## src/rtl/adc_host_pkg.sv

```systemverilog
package adc_host_pkg;

    typedef enum logic [2:0] {
        ST_IDLE,
        ST_SETUP,
        ST_STROBE,
        ST_HOLD,
        ST_CONV_WAIT,
        ST_DONE_WAIT,
        ST_READ,
        ST_RESP
    } host_state_e;

    // Whole clock cycles covering a time in ns, never less than one.
    function automatic int cycles_for(input int time_ns, input int period_ns);
        int c;
        c = (time_ns + period_ns - 1) / period_ns;
        return (c < 1) ? 1 : c;
    endfunction

endpackage

```

## src/rtl/adc_busy_sync.sv

```systemverilog
module adc_busy_sync #(
    parameter int STAGES = 2
) (
    input  logic clk,
    input  logic rst_n,
    input  logic busy_async,
    output logic busy_sync,
    output logic busy_rise
);
    // sh_q[STAGES-1] is the synchronized level, sh_q[STAGES] its previous value.
    logic [STAGES:0] sh_q, sh_d;

    always_comb begin
        sh_d = {sh_q[STAGES-1:0], busy_async};
    end

    always_ff @(posedge clk) begin
        if (!rst_n) begin
            sh_q <= '1;
        end else begin
            sh_q <= sh_d;
        end
    end

    assign busy_sync = sh_q[STAGES-1];
    assign busy_rise = sh_q[STAGES-1] & ~sh_q[STAGES];

endmodule

```

## src/rtl/adc_down_timer.sv

```systemverilog
module adc_down_timer #(
    parameter int W = 4
) (
    input  logic         clk,
    input  logic         rst_n,
    input  logic         load,
    input  logic [W-1:0] load_val,
    output logic         expired
);
    logic [W-1:0] cnt_d, cnt_q;

    always_comb begin
        cnt_d = cnt_q;
        if (load) begin
            cnt_d = load_val;
        end else if (cnt_q != '0) begin
            cnt_d = cnt_q - 1'b1;
        end
    end

    always_ff @(posedge clk) begin
        if (!rst_n) begin
            cnt_q <= '0;
        end else begin
            cnt_q <= cnt_d;
        end
    end

    assign expired = (cnt_q == '0);

endmodule

```

## src/rtl/adc_host_ctrl.sv

```systemverilog
module adc_host_ctrl
    import adc_host_pkg::*;
#(
    parameter int CLK_PERIOD_NS    = 10,
    parameter int WR_PULSE_NS      = 35,
    parameter int ADDR_SETUP_NS    = 10,
    parameter int RD_PULSE_NS      = 40,
    parameter int BUSY_TIMEOUT_CYC = 64,
    parameter int DATA_W           = 12,
    parameter int CH_W             = 3
) (
    input  logic              clk,
    input  logic              rst_n,
    input  logic              req_valid,
    output logic              req_ready,
    input  logic [CH_W-1:0]   req_chan,
    output logic              rsp_valid,
    input  logic              rsp_ready,
    output logic [DATA_W-1:0] rsp_data,
    output logic [CH_W-1:0]   rsp_chan,
    output logic              timeout_err,
    output logic              adc_cs_n,
    output logic              adc_wr_n,
    output logic              adc_rd_n,
    output logic [CH_W-1:0]   adc_addr,
    input  logic              adc_busy,
    input  logic [DATA_W-1:0] adc_data
);
    localparam int SETUP_CYC = cycles_for(ADDR_SETUP_NS, CLK_PERIOD_NS);
    localparam int WR_CYC    = cycles_for(WR_PULSE_NS, CLK_PERIOD_NS);
    localparam int RD_CYC    = cycles_for(RD_PULSE_NS, CLK_PERIOD_NS);
    localparam int PH_MAX    = (SETUP_CYC > WR_CYC) ?
                               ((SETUP_CYC > RD_CYC) ? SETUP_CYC : RD_CYC) :
                               ((WR_CYC > RD_CYC) ? WR_CYC : RD_CYC);
    localparam int PH_W      = $clog2(PH_MAX + 1);
    localparam int TO_W      = $clog2(BUSY_TIMEOUT_CYC + 1);

    typedef struct packed {
        host_state_e       st;
        logic [CH_W-1:0]   chan;
        logic [DATA_W-1:0] data;
        logic              err;
        logic              cs_n;
        logic              wr_n;
        logic              rd_n;
        logic [CH_W-1:0]   addr;
    } host_regs_t;

    host_regs_t      r_d, r_q;
    logic            ph_load, ph_exp;
    logic [PH_W-1:0] ph_val;
    logic            wd_load, wd_exp;
    logic            busy_s, busy_rise;

    adc_busy_sync #(.STAGES(2)) busy_sync_i (
        .clk        (clk),
        .rst_n      (rst_n),
        .busy_async (adc_busy),
        .busy_sync  (busy_s),
        .busy_rise  (busy_rise)
    );

    adc_down_timer #(.W(PH_W)) phase_tmr_i (
        .clk      (clk),
        .rst_n    (rst_n),
        .load     (ph_load),
        .load_val (ph_val),
        .expired  (ph_exp)
    );

    adc_down_timer #(.W(TO_W)) wait_tmr_i (
        .clk      (clk),
        .rst_n    (rst_n),
        .load     (wd_load),
        .load_val (TO_W'(BUSY_TIMEOUT_CYC - 1)),
        .expired  (wd_exp)
    );

    always_comb begin
        r_d     = r_q;
        ph_load = 1'b0;
        ph_val  = '0;
        wd_load = 1'b0;

        case (r_q.st)
            ST_IDLE: begin
                if (req_valid) begin
                    r_d.st   = ST_SETUP;
                    r_d.chan = req_chan;
                    r_d.err  = 1'b0;
                    ph_load  = 1'b1;
                    ph_val   = PH_W'(SETUP_CYC - 1);
                end
            end
            ST_SETUP: begin
                if (ph_exp) begin
                    r_d.st  = ST_STROBE;
                    ph_load = 1'b1;
                    ph_val  = PH_W'(WR_CYC - 1);
                end
            end
            ST_STROBE: begin
                if (ph_exp) begin
                    r_d.st = ST_HOLD;
                end
            end
            ST_HOLD: begin
                r_d.st  = ST_CONV_WAIT;
                wd_load = 1'b1;
            end
            ST_CONV_WAIT: begin
                if (!busy_s) begin
                    r_d.st = ST_DONE_WAIT;
                end else if (wd_exp) begin
                    r_d.st  = ST_IDLE;
                    r_d.err = 1'b1;
                end
            end
            ST_DONE_WAIT: begin
                // completion wins over an expiring budget
                if (busy_rise) begin
                    r_d.st  = ST_READ;
                    ph_load = 1'b1;
                    ph_val  = PH_W'(RD_CYC - 1);
                end else if (wd_exp) begin
                    r_d.st  = ST_IDLE;
                    r_d.err = 1'b1;
                end
            end
            ST_READ: begin
                if (ph_exp) begin
                    r_d.st   = ST_RESP;
                    r_d.data = adc_data;
                end
            end
            ST_RESP: begin
                if (rsp_ready) begin
                    r_d.st = ST_IDLE;
                end
            end
            default: r_d.st = ST_IDLE;
        endcase

        // pin levels registered from the state being entered
        r_d.cs_n = 1'b0;
        r_d.wr_n = 1'b1;
        r_d.rd_n = 1'b1;
        r_d.addr = '0;
        case (r_d.st)
            ST_IDLE, ST_RESP: r_d.cs_n = 1'b1;
            ST_SETUP, ST_HOLD: r_d.addr = r_d.chan;
            ST_STROBE: begin
                r_d.wr_n = 1'b0;
                r_d.addr = r_d.chan;
            end
            ST_READ: r_d.rd_n = 1'b0;
            default: ;
        endcase
    end

    always_ff @(posedge clk) begin
        if (!rst_n) begin
            r_q.st   <= ST_IDLE;
            r_q.chan <= '0;
            r_q.data <= '0;
            r_q.err  <= 1'b0;
            r_q.cs_n <= 1'b1;
            r_q.wr_n <= 1'b1;
            r_q.rd_n <= 1'b1;
            r_q.addr <= '0;
        end else begin
            r_q <= r_d;
        end
    end

    assign req_ready   = (r_q.st == ST_IDLE);
    assign rsp_valid   = (r_q.st == ST_RESP);
    assign rsp_data    = r_q.data;
    assign rsp_chan    = r_q.chan;
    assign timeout_err = r_q.err;
    assign adc_cs_n    = r_q.cs_n;
    assign adc_wr_n    = r_q.wr_n;
    assign adc_rd_n    = r_q.rd_n;
    assign adc_addr    = r_q.addr;

    AST_READY_BUS_QUIET: assert property (@(posedge clk) disable iff (!rst_n)
        req_ready |-> (adc_cs_n && adc_wr_n && adc_rd_n));
    AST_ADDR_HELD_IN_WR: assert property (@(posedge clk) disable iff (!rst_n)
        !adc_wr_n |=> $stable(adc_addr));
    AST_RD_AFTER_BUSY: assert property (@(posedge clk) disable iff (!rst_n)
        !adc_rd_n |-> busy_s);
    AST_NO_STROBE_OVERLAP: assert property (@(posedge clk) disable iff (!rst_n)
        !(!adc_wr_n && !adc_rd_n));
    AST_PARK_ON_RELEASE: assert property (@(posedge clk) disable iff (!rst_n)
        ($rose(adc_cs_n) || $rose(adc_rd_n)) |-> (adc_addr[1:0] == 2'b00));
    AST_RSP_STABLE: assert property (@(posedge clk) disable iff (!rst_n)
        (rsp_valid && !rsp_ready) |=> (rsp_valid && $stable(rsp_data) && $stable(rsp_chan)));
    AST_ERR_NO_RSP: assert property (@(posedge clk) disable iff (!rst_n)
        timeout_err |-> !rsp_valid);

endmodule

```

## config.mk

```make
export PLATFORM = sky130hd
export DESIGN_NAME = adc_host_ctrl
export DESIGN_NICKNAME = d
export VERILOG_FILES = /design/src/rtl/adc_host_pkg.sv /design/src/rtl/adc_busy_sync.sv /design/src/rtl/adc_down_timer.sv /design/src/rtl/adc_host_ctrl.sv
export SDC_FILE = /design/constraint.sdc
export NUM_CORES = 1
export LEC_CHECK = 0
export BUFFER_PORTS_ARGS = -buffer_cell sky130_fd_sc_hd__clkbuf_2
export CAP_MARGIN = 20
export CORE_ASPECT_RATIO = 0.8
export CORE_MARGIN = 5
export CORE_UTILIZATION = 57
export DETAILED_ROUTE_END_ITERATION = 16
export PLACE_DENSITY = 0.95
export SLEW_MARGIN = 20
export SYNTH_ARGS = -nofsm -noshare
export SYNTH_HDL_FRONTEND = slang
export SYNTH_SLANG_ARGS = --single-unit
```

## constraint.sdc

```tcl
create_clock -name clk -period 5.5 [get_ports clk]
set_input_delay 0.55 -clock clk [delete_from_list [all_inputs] [get_ports clk]]
set_output_delay 0.55 -clock clk [all_outputs]
set_load 0.1 [all_outputs]
```

# Yosys cells after proc, flatten, opt, wreduce, memory -nomap -nowiden
# Cells that the tools add are included.
dict set report word_totals {
  register_bits 38
  input_bits 20
  out_inout_bits 24
  wordCells 77
}
dict set report op_classes {
  add_sub_neg 2
  eq_ne 15
  mux 30
  n_bitwise 3
  reduce_logical 15
}
# cell count
set ops {}
lappend ops {{3-bit two-way mux} 10}
lappend ops {{3-bit one-hot mux with 8 select lines} 1}
lappend ops {{3-bit == test (second input constant)} 6}
lappend ops {{6-bit two-way mux} 3}
lappend ops {{3-bit by 2-bit == test with 1-bit output (second input constant)} 4}
lappend ops {{1-bit two-way mux} 11}
lappend ops {{3-bit logical NOT} 3}
lappend ops {{7-bit logical NOT} 1}
lappend ops {{7-bit nonzero test} 1}
lappend ops {{7-bit by 1-bit subtractor with 7-bit output (second input constant)} 1}
lappend ops {{3-bit by 1-bit == test with 1-bit output (second input constant)} 2}
lappend ops {{1-bit one-hot mux with 3 select lines} 2}
lappend ops {{3-bit nonzero test} 2}
lappend ops {{2-bit two-way mux} 2}
lappend ops {{2-bit inequality test (second input constant)} 2}
lappend ops {{2-bit one-hot mux with 2 select lines} 1}
lappend ops {{2-bit AND reduction} 2}
lappend ops {{4-bit AND reduction} 1}
lappend ops {{2-bit nonzero test} 2}
lappend ops {{2-bit OR reduction} 2}
lappend ops {{3-bit OR reduction} 1}
lappend ops {{3-bit by 1-bit subtractor with 3-bit output (second input constant)} 1}
lappend ops {{2-bit by 1-bit inequality test with 1-bit output (second input constant)} 1}
lappend ops {{1-bit NOT} 2}
lappend ops {{1-bit AND} 1}

# Longest topological paths before layout
# Gate-level depths: netlist of the first run.
dict set report depth {
  word_depth 7
  ltp_mapped 8
}

# By module
# Synthesis of the first run repeated with hierarchy kept, for this count alone.
dict set report hier_totals {
  hier_cells 223
  area_unflattened_um2 2021.9
}
# module n_inst cells_per_inst area_each_um2 seq_area_each_um2
set by_module_without_submodules {}
lappend by_module_without_submodules {adc_host_ctrl 1 150 1312.5 500.5}
lappend by_module_without_submodules {{adc_down_timer at wait_tmr_i} 1 44 411.6 140.1}
lappend by_module_without_submodules {{adc_down_timer at phase_tmr_i} 1 22 205.2 60.1}
lappend by_module_without_submodules {adc_busy_sync 1 7 92.6 60.1}

# Least setup slack after synthesis of the first run
# OpenSTA, ideal clock, no wires.
dict set report synth_path {
  path_kind {reg2reg}
  start {reg r_q[22] (netlist bit)}
  end {reg r_q (netlist bit adc_addr[2])}
  setup_ns 0.115
  arrival_time_ns 2.545
  t_required_ns 5.385
  path_slack_ns 2.840
  stages_incl_launch_ff 7
  period_less_slack_ns 2.660
  cell_sequence {dfxtp_1 > buf_2 > nor3_2 > nand2_1 > nand2_1 > a21oi_1 > and2_1}
}
# item line
set synth_lines {}
lappend synth_lines {{start, declared} adc_host_ctrl.sv:49} ;# host_regs_t r_d, r_q;
lappend synth_lines {{start signal, assigned} adc_host_ctrl.sv:172} ;# r_q <= r_d;
lappend synth_lines {{3-bit logical NOT *} --}
lappend synth_lines {{named net req_ready} adc_host_ctrl.sv:15} ;# output logic req_ready,
lappend synth_lines {{3-bit one-hot mux with 8 select lines} adc_host_ctrl.sv:85} ;# case (r_q.st)
lappend synth_lines {{3-bit by 2-bit == test with 1-bit output / 3-bit by 1-bit == test with 1-bit output (equally long branches)} adc_host_ctrl.sv:149} ;# case (r_d.st)
lappend synth_lines {{3-bit OR reduction (no line)} --}
lappend synth_lines {{2-bit AND reduction (no line)} --}
# The timed path passes the listed nets; every way through them passes the cells marked *.
# A chain may end at the register's enable or synchronous reset.

# Final worst setup path of the first run
dict set report layout_path {
  start {reg r_q[22] (netlist bit)}
  end {out rsp_valid}
}
dict set report layout_between {
  elab_chain_cells 1
}
# item line
set layout_lines {}
lappend layout_lines {{3-bit == test} adc_host_ctrl.sv:177} ;# assign rsp_valid = (r_q.st == ST_RESP);
lappend layout_lines {{end, declared} adc_host_ctrl.sv:17} ;# output logic rsp_valid,
# No other way between the ends.

==> metrics.log, run 1 <==
[metrics] I/O Pins: 44
[metrics] Netlist cell types: 43
[metrics] Synth-to-Final Area Change: 10.9%
[metrics] filler instances: 241
[metrics] Met3 Wirelength: 238 um
[metrics] RSZ-0062 raised after global routing: false
[metrics] clock sink total: 38
[metrics] required arrival time at the worst endpoint: 4.95 ns
[metrics] synthesized area per cell: 9.47 um^2
[metrics] crit path capture type: output pin
[metrics] category of the most critical setup path: flip-flop to output pin
[metrics] final wirelength: 3.50 mm
[metrics] clock latency on the worst-skew pair: 0.29 ns
[metrics] DR WL met2: 1.69 mm
[metrics] Initial Util: 0.592
[metrics] sequential element share of the synthesized area: 0.416
[metrics] Pint: 633 uW
[metrics] switching power summed over all nets: 516 uW
[metrics] total of buffers placed on input and output ports: 43
[metrics] critical path peak fanout: 14
[metrics] layout cell share with drive strength beyond 1: 0.274
[metrics] setup_tns: 0 ns
[metrics] leakage power summed over all cells: 0.000826 uW
[metrics] Cell Pwr Density: 567 nW/um^2
[metrics] Clock Path Buffers: 2
[metrics] Post-synth ARST share: 0
[metrics] part of the total power dissipated in sequential elements: 0.340
[metrics] path depth of the worst reg2reg path: 5
[metrics] final setup skew: 0.00422 ns
[metrics] via count of the first global-routing pass: 1,308
[metrics] highest metal layer used by the detailed router: met4
[metrics] vias per inst: 5.23
[metrics] number of buffers created by CTS: 5
[metrics] maximum vdd ir drop: 457 uV
[metrics] transition time at the pin with the least slew margin: 0.713 ns
[metrics] CTS tree: done
[metrics] placement row count: 18
[metrics] nature of the critical path startpoint: flip-flop
[metrics] post-synthesis instance area: 1830 um^2
[metrics] global router's overall resource usage: 0.171
[metrics] placed cell area: 1910 um^2
[metrics] diode insertion count for antenna repair: 0
[metrics] Clock H-tree levels: 2
[metrics] hold-fix buffer count after cts: 0
[metrics] most frequent standard cell in the layout excluding fill and tap cells: sky130_fd_sc_hd__clkbuf_2
[metrics] clk slew on worst S/H paths: 0.07 ns
[metrics] final net count: 242
[metrics] synth warn: 0
[metrics] proportion of power drawn by the clock network: 0.200
[metrics] most used flip-flop cell after synthesis: sky130_fd_sc_hd__dfxtp_1
[metrics] class of the tightest hold or removal check: flip-flop to flip-flop
[metrics] met1 wire length: 1.53 mm
[metrics] max-slew violation count: 0
[metrics] count of final setup violators: 0
[metrics] die span in x: 73.3 um
[metrics] outcome: finished clean
[metrics] maximum number of pins on one net before global-route repair: 28
[metrics] gr ovfl total: 0
[metrics] initial antenna violation count: 0
[metrics] leading cell types in the layout, fill and taps excluded: sky130_fd_sc_hd__clkbuf_2, sky130_fd_sc_hd__dfxtp_1, sky130_fd_sc_hd__nor2_1, sky130_fd_sc_hd__a21oi_1, sky130_fd_sc_hd__mux2i_1
[metrics] final hold viol count: 0
[metrics] Detail Route Antenna Nets: 0
[metrics] flops & latches, synth: 38
[metrics] detailed router's first-iteration violation count: 65
[metrics] chip height: 60.6 um
[metrics] synthesized instance count: 193
[metrics] Logic pwr share: 0.460
[metrics] Synth Net Count: 217
[metrics] number of iterations in the first detailed-routing pass: 4
[metrics] number of gates given a new drive strength after cts: 0
[metrics] Tmin final: 2.27 ns
[metrics] slew margin rel.: 0.523
[metrics] design area: 2030 um^2
[metrics] core region area: 3090 um^2
[metrics] post-detailed-route wirelength per cell: 13.5 um
[metrics] root cell of the clock tree: sky130_fd_sc_hd__clkbuf_8
[metrics] first-pass GRT wire length: 5.82 mm
[metrics] HPWL Detailed: 2.54 mm
[metrics] switching part of the total: 0.449
[metrics] number of flops mapped to enable cells by yosys: 0
[metrics] Tot Pwr: 1150 uW
[metrics] arrival time at the worst endpoint: 1.72 ns
[metrics] # Max-Cap Violations: 0
[metrics] die footprint: 4440 um^2
[metrics] number of DRC violations after detailed routing: 0
[metrics] top achievable clock speed: 441 MHz
[metrics] Period Utilization, post-route: 0.412
[metrics] final weighted congestion in routability-driven placement: 0.854
[metrics] buffer count from post-CTS setup fixing: 0
[metrics] cell count of the worst hold path: 1
[metrics] Vias: 1,355
-- layout make-up --
type	count	area [um^2]	area share
Clock inverter	1	30.0	0.0148
Clock buffer	7	76.3	0.0377
Multi-Input combinational cell	123	867	0.428
Sequential cell	38	761	0.376
Timing Repair Buffer	43	215	0.106
Tap cell	40	50.0	0.0247
Inverter	7	26.3	0.0130
-- critical path, cell delays in order (launching register included) --
cell	delay, ns
sky130_fd_sc_hd__dfxtp_1	0.68
sky130_fd_sc_hd__and3_1	0.28
sky130_fd_sc_hd__clkbuf_2	0.47
-- stage by stage --
step | hold WS, ns | util | cells | setup WS [ns]
finish | 0.422 | 0.657 | 259 | 3.23
global route | 0.438 | 0.657 | 259 | 3.16
CTS | 0.429 | 0.655 | 259 | 3.27
detailed placement | 0.412 | 0.620 | 251 | 3.38
global placement | 0.408 | 0.620 | 251 | 3.42
floorplan | 0.386 | - | 193 | 2.84
-- final timing paths --
path,start,end,slack (ns)
max reg2reg,r_q[23],adc_addr[2],3.54
max,r_q[22],rsp_valid,3.23
min,busy_sync_i.sh_q[0],busy_sync_i.sh_q[1],0.42
min reg2reg,busy_sync_i.sh_q[0],busy_sync_i.sh_q[1],0.42
-- registers in the layout, summed over array words and instances (netlist names) --
register,flops
adc_cs_n,1
phase_tmr_i.cnt_q,3
adc_wr_n,1
busy_sync_i.sh_q,3
timeout_err,1
adc_rd_n,1
r_q,3
rsp_chan,3
adc_addr,3
rsp_data,12
wait_tmr_i.cnt_q,7
-- power by group through the flow --
stage / combinational (uW) / sequential, uW / clock, uW
3_3_place_gp: 505 / 392 / 0
5_1_grt: 569 / 398 / 247
3_5_place_dp: 520 / 395 / 0
2_1_floorplan: 436 / 407 / 0
4_1_cts: 528 / 389 / 230
6_report: 528 / 391 / 229
-- kinds of logic after synthesis --
kind of cell	count (synthesis)	share of synthesized area
simple gates	70	0.223
flops	38	0.416
buf+inv	32	0.112
compound gates	29	0.115
mux	14	0.0774
xor+xnor	6	0.0288
fa+ha+maj	4	0.0274
-- per-layer routing --
layer	global-route usage	vias up
li1	-	690
met1	0.204	628
met2	0.285	31
met3	0.0695	6
met4	0.0543	0
met5	0	-
-- cells in the mapped netlist (4+ instances only) --
library cell,count,area (um^2)
sky130_fd_sc_hd__buf_4,20,150
sky130_fd_sc_hd__ha_1,4,50.1
sky130_fd_sc_hd__nand2b_1,7,43.8
sky130_fd_sc_hd__nand3_1,6,30.0
sky130_fd_sc_hd__nor2_1,24,90.1
sky130_fd_sc_hd__a21oi_1,14,70.1
sky130_fd_sc_hd__nand2_1,8,30.0
sky130_fd_sc_hd__xnor2_1,5,43.8
sky130_fd_sc_hd__and2_1,4,25.0
sky130_fd_sc_hd__inv_1,6,22.5
sky130_fd_sc_hd__dfxtp_1,38,761
sky130_fd_sc_hd__mux2i_1,13,130
No activity file was read; power rests on OpenSTA's default activity.
==> run 2, diff against run 1 <==
--- a/config.mk
+++ b/config.mk
@@ -9,9 +9,9 @@
 export CAP_MARGIN = 20
 export CORE_ASPECT_RATIO = 0.8
 export CORE_MARGIN = 5
-export CORE_UTILIZATION = 57
+export CORE_UTILIZATION = 52
 export DETAILED_ROUTE_END_ITERATION = 16
-export PLACE_DENSITY = 0.95
+export PLACE_DENSITY = 0.9
 export SLEW_MARGIN = 20
 export SYNTH_ARGS = -nofsm -noshare
 export SYNTH_HDL_FRONTEND = slang
==> constraint.sdc (replaced) <==
create_clock -name clk -period 2.4 [get_ports clk]
set_input_delay 0.24 -clock clk [delete_from_list [all_inputs] [get_ports clk]]
set_output_delay 0.24 -clock clk [all_outputs]
set_load 0.1 [all_outputs]
==> metrics.log, run 2 (synthesized netlist as in run 1, its figures left out) <==
[metrics] first-pass GRT wire length: 6.03 mm (+3.7%)
[metrics] HPWL Detailed: 2.59 mm (+1.9%)
[metrics] worst setup slack after layout: 0.458 ns (-2.78 ns)
[metrics] chip height: 63.0 um (+3.9%)
[metrics] post-detailed-route wirelength per cell: 13.1 um (-3.0%)
[metrics] final wirelength: 3.44 mm (-1.5%)
[metrics] max-slew violation count: 0 (unchanged)
[metrics] class of the tightest hold or removal check: primary input to flip-flop
[metrics] most frequent standard cell in the layout excluding fill and tap cells: sky130_fd_sc_hd__clkbuf_2
[metrics] clock sink total: 38 (unchanged)
[metrics] count of final setup violators: 0 (unchanged)
[metrics] leakage power summed over all cells: 0.000834 uW (+0.97%)
[metrics] critical path peak fanout: 14 (unchanged)
[metrics] post-placement setup slack: 0.514 ns (-2.86 ns)
[metrics] number of iterations in the first detailed-routing pass: 4 (unchanged)
[metrics] Tot Pwr: 2540 uW (+120%)
[metrics] flop-to-flop setup slack: 0.48 ns (-3.06 ns)
[metrics] initial antenna violation count: 0 (unchanged)
[metrics] Detail Route Antenna Nets: 0 (unchanged)
[metrics] arrival time at the worst endpoint: 1.70 ns (-0.02 ns)
[metrics] final setup skew: 0.00204 ns (-0.00218 ns)
[metrics] I/O Pins: 44 (unchanged)
[metrics] clk slew on worst S/H paths: 0.07 ns (about the same)
[metrics] vias per inst: 5.10 (-2.5%)
[metrics] final weighted congestion in routability-driven placement: 0.964 (+13%)
[metrics] number of gates given a new drive strength after cts: 0 (unchanged)
[metrics] RSZ-0062 raised after global routing: false
[metrics] Cell Pwr Density: 1250 nW/um^2 (+120%)
[metrics] total of buffers placed on input and output ports: 43 (unchanged)
[metrics] Period Utilization, post-route: 0.809
[metrics] maximum vdd ir drop: 663 uV (+45%)
[metrics] die footprint: 4810 um^2 (+8.1%)
[metrics] Initial Util: 0.537 (-0.0547)
[metrics] placement row count: 19 (+1)
[metrics] outcome: finished clean
[metrics] Clock Path Buffers: 2 (unchanged)
[metrics] crit path capture type: output pin
[metrics] maximum number of pins on one net before global-route repair: 19 (-32%)
[metrics] worst hold slack: 0.135 ns (-0.287 ns)
[metrics] buffer count from post-CTS setup fixing: 0 (unchanged)
[metrics] diode insertion count for antenna repair: 0 (unchanged)
[metrics] required arrival time at the worst endpoint: 2.16 ns (-2.79 ns)
[metrics] area of the multi-input gates: 867 um^2 (unchanged)
[metrics] Tmin final: 1.94 ns
[metrics] setup_tns: 0 ns (unchanged)
[metrics] CTS tree: done
[metrics] final net count: 244 (+0.83%)
[metrics] gr ovfl total: 0 (unchanged)
[metrics] clock latency on the worst-skew pair: 0.28 ns (about the same)
[metrics] layout cell share with drive strength beyond 1: 0.290 (+0.0156)
[metrics] filler instances: 300 (+24%)
[metrics] via count of the first global-routing pass: 1,353 (+3.4%)
[metrics] number of buffers created by CTS: 5 (unchanged)
[metrics] nature of the critical path startpoint: flip-flop
[metrics] detailed router's first-iteration violation count: 109 (+68%)
[metrics] die span in x: 76.3 um (+4.1%)
[metrics] core region area: 3400 um^2 (+10%)
[metrics] root cell of the clock tree: sky130_fd_sc_hd__clkbuf_8
[metrics] hold-fix buffer count after cts: 0 (unchanged)
[metrics] placed cell area: 1940 um^2 (+1.2%)
[metrics] leading cell types in the layout, fill and taps excluded: sky130_fd_sc_hd__clkbuf_2, sky130_fd_sc_hd__dfxtp_1, sky130_fd_sc_hd__nor2_1, sky130_fd_sc_hd__a21oi_1, sky130_fd_sc_hd__mux2i_1
[metrics] slew margin rel.: 0.609 (+0.0856)
[metrics] Clock H-tree levels: 2 (unchanged)
[metrics] category of the most critical setup path: flip-flop to output pin
[metrics] design area: 2030 um^2 (+0.31%)
[metrics] Synth-to-Final Area Change: 11.2%
[metrics] Vias: 1,341 (-1.0%)
[metrics] transition time at the pin with the least slew margin: 0.586 ns (-0.127 ns)
[metrics] global router's overall resource usage: 0.152 (-0.0187)
[metrics] Largest register FFs: 12 (unchanged)
[metrics] area taken by flip-flops and latches: 761 um^2 (unchanged)
[metrics] final hold viol count: 0 (unchanged)
[metrics] top achievable clock speed: 515 MHz
[metrics] # Max-Cap Violations: 0 (unchanged)
[metrics] number of DRC violations after detailed routing: 0 (unchanged)
[run 2: cell count changes in the layout (fill, tap and decap cells not counted)]
cell,before,now
sky130_fd_sc_hd__buf_4,0,2
sky130_fd_sc_hd__bufinv_16,1,0
sky130_fd_sc_hd__clkbuf_1,2,0
sky130_fd_sc_hd__clkbuf_8,5,6
sky130_fd_sc_hd__clkinv_2,0,1
sky130_fd_sc_hd__clkinvlp_4,0,1
[run 2: path summary, 6_finish.rpt]
| kind | startpoint | end | depth (start not counted) |
|---|---|---|---|
| worst max register to register | r_q[23] | adc_addr[0] | 5 |
| worst min-delay path | adc_busy | busy_sync_i.sh_q[0] | 2 |
| worst max-delay path | r_q[22] | rsp_valid | 2 |
| worst min register to register | busy_sync_i.sh_q[0] | busy_sync_i.sh_q[1] | 1 |
[run 2: layout make-up]
type / instances / area share
clock buffer: 6 / 0.0406
multi-input combinational: 123 / 0.427
tap: 42 / 0.0259
sequential: 38 / 0.374
inverter: 7 / 0.0129
timing repair buffer: 45 / 0.113
clock inverter: 2 / 0.00616
[run 2: power breakdown]
part / switching [uW] / internal, uW / total [uW]
Sequential: 154 / 748 / 903
Combinational: 791 / 401 / 1190
Clock: 217 / 231 / 448
Total: 1160 / 1380 / 2540
[run 2: per-stage QoR]
| stage | std cells | util |
|---|---|---|
| 2_1_floorplan | 193 | - |
| 3_3_place_gp | 255 | 0.570 |
| 3_5_place_dp | 255 | 0.570 |
| 4_1_cts | 263 | 0.598 |
| 5_1_grt | 263 | 0.598 |
| 6_report | 263 | 0.598 |
[run 2: critical path: stages, from the launching register on]
cell and delay (ns):
sky130_fd_sc_hd__dfxtp_1 0.68, sky130_fd_sc_hd__and3_1 0.27, sky130_fd_sc_hd__clkbuf_2 0.46
[run 2: layer usage]
layer | up-vias | share of wire | GRT usage
met5 | - | 0 | 0
li1 | 690 | - | -
met3 | 2 | 0.052 | 0.0533
met1 | 617 | 0.48 | 0.193
met4 | 0 | 0.0064 | 0.0415
met2 | 32 | 0.46 | 0.246
==> run 3, diff against run 2 <==
==> constraint.sdc (replaced) <==
create_clock -name clk -period 1.8 [get_ports clk]
set_input_delay 0.18 -clock clk [delete_from_list [all_inputs] [get_ports clk]]
set_output_delay 0.18 -clock clk [all_outputs]
set_load 0.1 [all_outputs]
==> metrics.log, run 3 (synthesized netlist as in run 1, its figures left out) <==
[metrics] outcome: finished clean
[metrics] required arrival time at the worst endpoint: 1.98 ns (-0.18 ns)
[metrics] RSZ-0062 raised after global routing: true
[metrics] max-slew violation count: 0 (unchanged)
[metrics] core region area: 3400 um^2 (unchanged)
[metrics] Clock Path Buffers: 2 (unchanged)
[metrics] utilization after layout: 0.668 (+0.0707)
[metrics] clk slew on worst S/H paths: 0.07 ns (about the same)
[metrics] number of iterations in the first detailed-routing pass: 4 (unchanged)
[metrics] final setup skew: 0.00397 ns (+0.00193 ns)
[metrics] # Max-Cap Violations: 0 (unchanged)
[metrics] worst path bufs/invs: 1 (unchanged)
[metrics] final hold viol count: 0 (unchanged)
[metrics] first-pass GRT wire length: 6.47 mm (+7.3%)
[metrics] critical path peak fanout: 4 (-10)
[metrics] part of the total power dissipated in sequential elements: 0.299 (-0.056)
[metrics] crit path capture type: flip-flop
[metrics] root cell of the clock tree: sky130_fd_sc_hd__clkbuf_8
[metrics] critical path's top delay family: compound AO/OA/AOI/OAI gates
[metrics] switching power summed over all nets: 1670 uW (+44%)
[metrics] leading cell types in the layout, fill and taps excluded: sky130_fd_sc_hd__clkbuf_2, sky130_fd_sc_hd__dfxtp_1, sky130_fd_sc_hd__nor2_1, sky130_fd_sc_hd__a21oi_1, sky130_fd_sc_hd__mux2i_1
[metrics] category of the most critical setup path: flip-flop to flip-flop
[metrics] placement row count: 19 (unchanged)
[metrics] Largest register FFs: 12 (unchanged)
[metrics] Cell Pwr Density: 1780 nW/um^2 (+42%)
[metrics] initial antenna violation count: 0 (unchanged)
[metrics] design area: 2270 um^2 (+12%)
[metrics] post-placement setup slack: -0.0447 ns (-0.558 ns)
[metrics] post-detailed-route wirelength per cell: 13.6 um (+4.0%)
[metrics] arrival time at the worst endpoint: 1.93 ns (+0.23 ns)
[metrics] Vias: 1,411 (+5.2%)
[metrics] count of final setup violators: 0 (unchanged)
[metrics] layout cell share with drive strength beyond 1: 0.384 (+0.0940)
[metrics] diode insertion count for antenna repair: 0 (unchanged)
[metrics] Synth-to-Final Area Change: 24.4%
[metrics] Detail Route Antenna Nets: 0 (unchanged)
[metrics] switching part of the total: 0.413 (-0.0437)
[metrics] die span in x: 76.3 um (unchanged)
[metrics] detailed router's first-iteration violation count: 37 (-66%)
[metrics] final net count: 255 (+4.5%)
[metrics] chip height: 63.0 um (unchanged)
[metrics] class of the tightest hold or removal check: primary input to flip-flop
[metrics] placed cell area: 2050 um^2 (+6.0%)
[metrics] gr ovfl total: 0 (unchanged)
[metrics] cell with the largest stage delay on the worst path: sky130_fd_sc_hd__dfxtp_2
[metrics] most frequent standard cell in the layout excluding fill and tap cells: sky130_fd_sc_hd__clkbuf_2
[metrics] clock sink total: 38 (unchanged)
[metrics] Clock H-tree levels: 2 (unchanged)
[metrics] critical path's largest stage delay: 0.36 ns (-0.32 ns)
[metrics] CTS tree: done
[metrics] maximum vdd ir drop: 1480 uV (+120%)
[metrics] number of buffers created by CTS: 5 (unchanged)
[metrics] top achievable clock speed: 572 MHz
[metrics] die footprint: 4810 um^2 (unchanged)
[metrics] final weighted congestion in routability-driven placement: 0.789 (-18%)
[metrics] proportion of power drawn by the clock network: 0.220 (+0.044)
[metrics] Tmin final: 1.75 ns
[metrics] transition time at the pin with the least slew margin: 0.549 ns (-0.0373 ns)
[metrics] vias per inst: 5.15 (+1.0%)
[metrics] global router's overall resource usage: 0.164 (+0.0113)
[metrics] I/O Pins: 44 (unchanged)
[metrics] HPWL Detailed: 2.62 mm (+1.3%)
[metrics] worst setup slack after layout: 0.0518 ns (-0.407 ns)
[metrics] leakage power summed over all cells: 0.000936 uW (+12%)
[metrics] slew margin rel.: 0.636 (+0.0270)
[metrics] Initial Util: 0.537 (unchanged)
[metrics] worst hold slack: 0.0662 ns (-0.0688 ns)
[metrics] number of DRC violations after detailed routing: 0 (unchanged)
[metrics] clock latency on the worst-skew pair: 0.29 ns (about the same)
[metrics] Period Utilization, post-route: 0.971
[metrics] Tot Pwr: 4050 uW (+59%)
[metrics] Logic pwr share: 0.482 (+0.013)
[metrics] Pint: 2370 uW (+72%)
[metrics] CP cell instances: inv_2 > ha_4 > nor3b_4 > a2111oi_4 > a211oi_2 > or2_4 > a31o_1
[metrics] final wirelength: 3.73 mm (+8.3%)
[metrics] via count of the first global-routing pass: 1,407 (+4.0%)
[metrics] nature of the critical path startpoint: flip-flop
[metrics] maximum number of pins on one net before global-route repair: 22 (+3)
[metrics] total of buffers placed on input and output ports: 43 (unchanged)
[metrics] hold-fix buffer count after cts: 0 (unchanged)
-- run 3: worst paths after layout --
path | start | to | slack, ns | cells after the start
setup / recovery | wait_tmr_i.cnt_q[0] | adc_cs_n | 0.05 | 7
hold / removal | adc_busy | busy_sync_i.sh_q[0] | 0.07 | 2
setup reg to reg | wait_tmr_i.cnt_q[0] | adc_cs_n | 0.05 | 7
hold reg to reg | busy_sync_i.sh_q[0] | busy_sync_i.sh_q[1] | 0.41 | 1
-- run 3: layout make-up --
class,instances,area [um^2]
Sequential cell,38,767
Tap cell,42,52.6
Inverter,7,26.3
Fill cell,272,1130
Multi-Input combinational cell,123,928
Clock buffer,6,82.6
Clock inverter,2,60.1
Timing Repair Buffer,56,355
-- run 3: metrics by stage --
stage / TNS (ns) / instances
2_1_floorplan: -0.556 / 193
3_3_place_gp: 0 / 264
3_5_place_dp: -0.0447 / 264
4_1_cts: 0 / 272
5_1_grt: -0.157 / 274
6_report: 0 / 274
-- run 3: repair_timing --
action / in CTS / in global routing
pin swaps: 2 / 7
setup endpoints to repair: 4 / 6
buffers inserted: 0 / 2
resized for setup: 4 / 10
-- run 3: layer usage --
metal  wire, um  vias up  track usage  share of wire
met5          0        -            0              0
met4         66        0       0.0502          0.018
met3        188        9       0.0562          0.050
met2       1850       30        0.276           0.49
met1       1630      656        0.196           0.44
li1           -      716            -              -
-- run 3: power groups by stage --
stage	Clock [uW]	Combinational [uW]	Sequential, uW
final	889	1950	1210
after detailed placement	0	1760	1200
after global routing	948	2130	1230
after global placement	0	1720	1200
after floorplan	0	1360	1250
after CTS	899	1810	1190
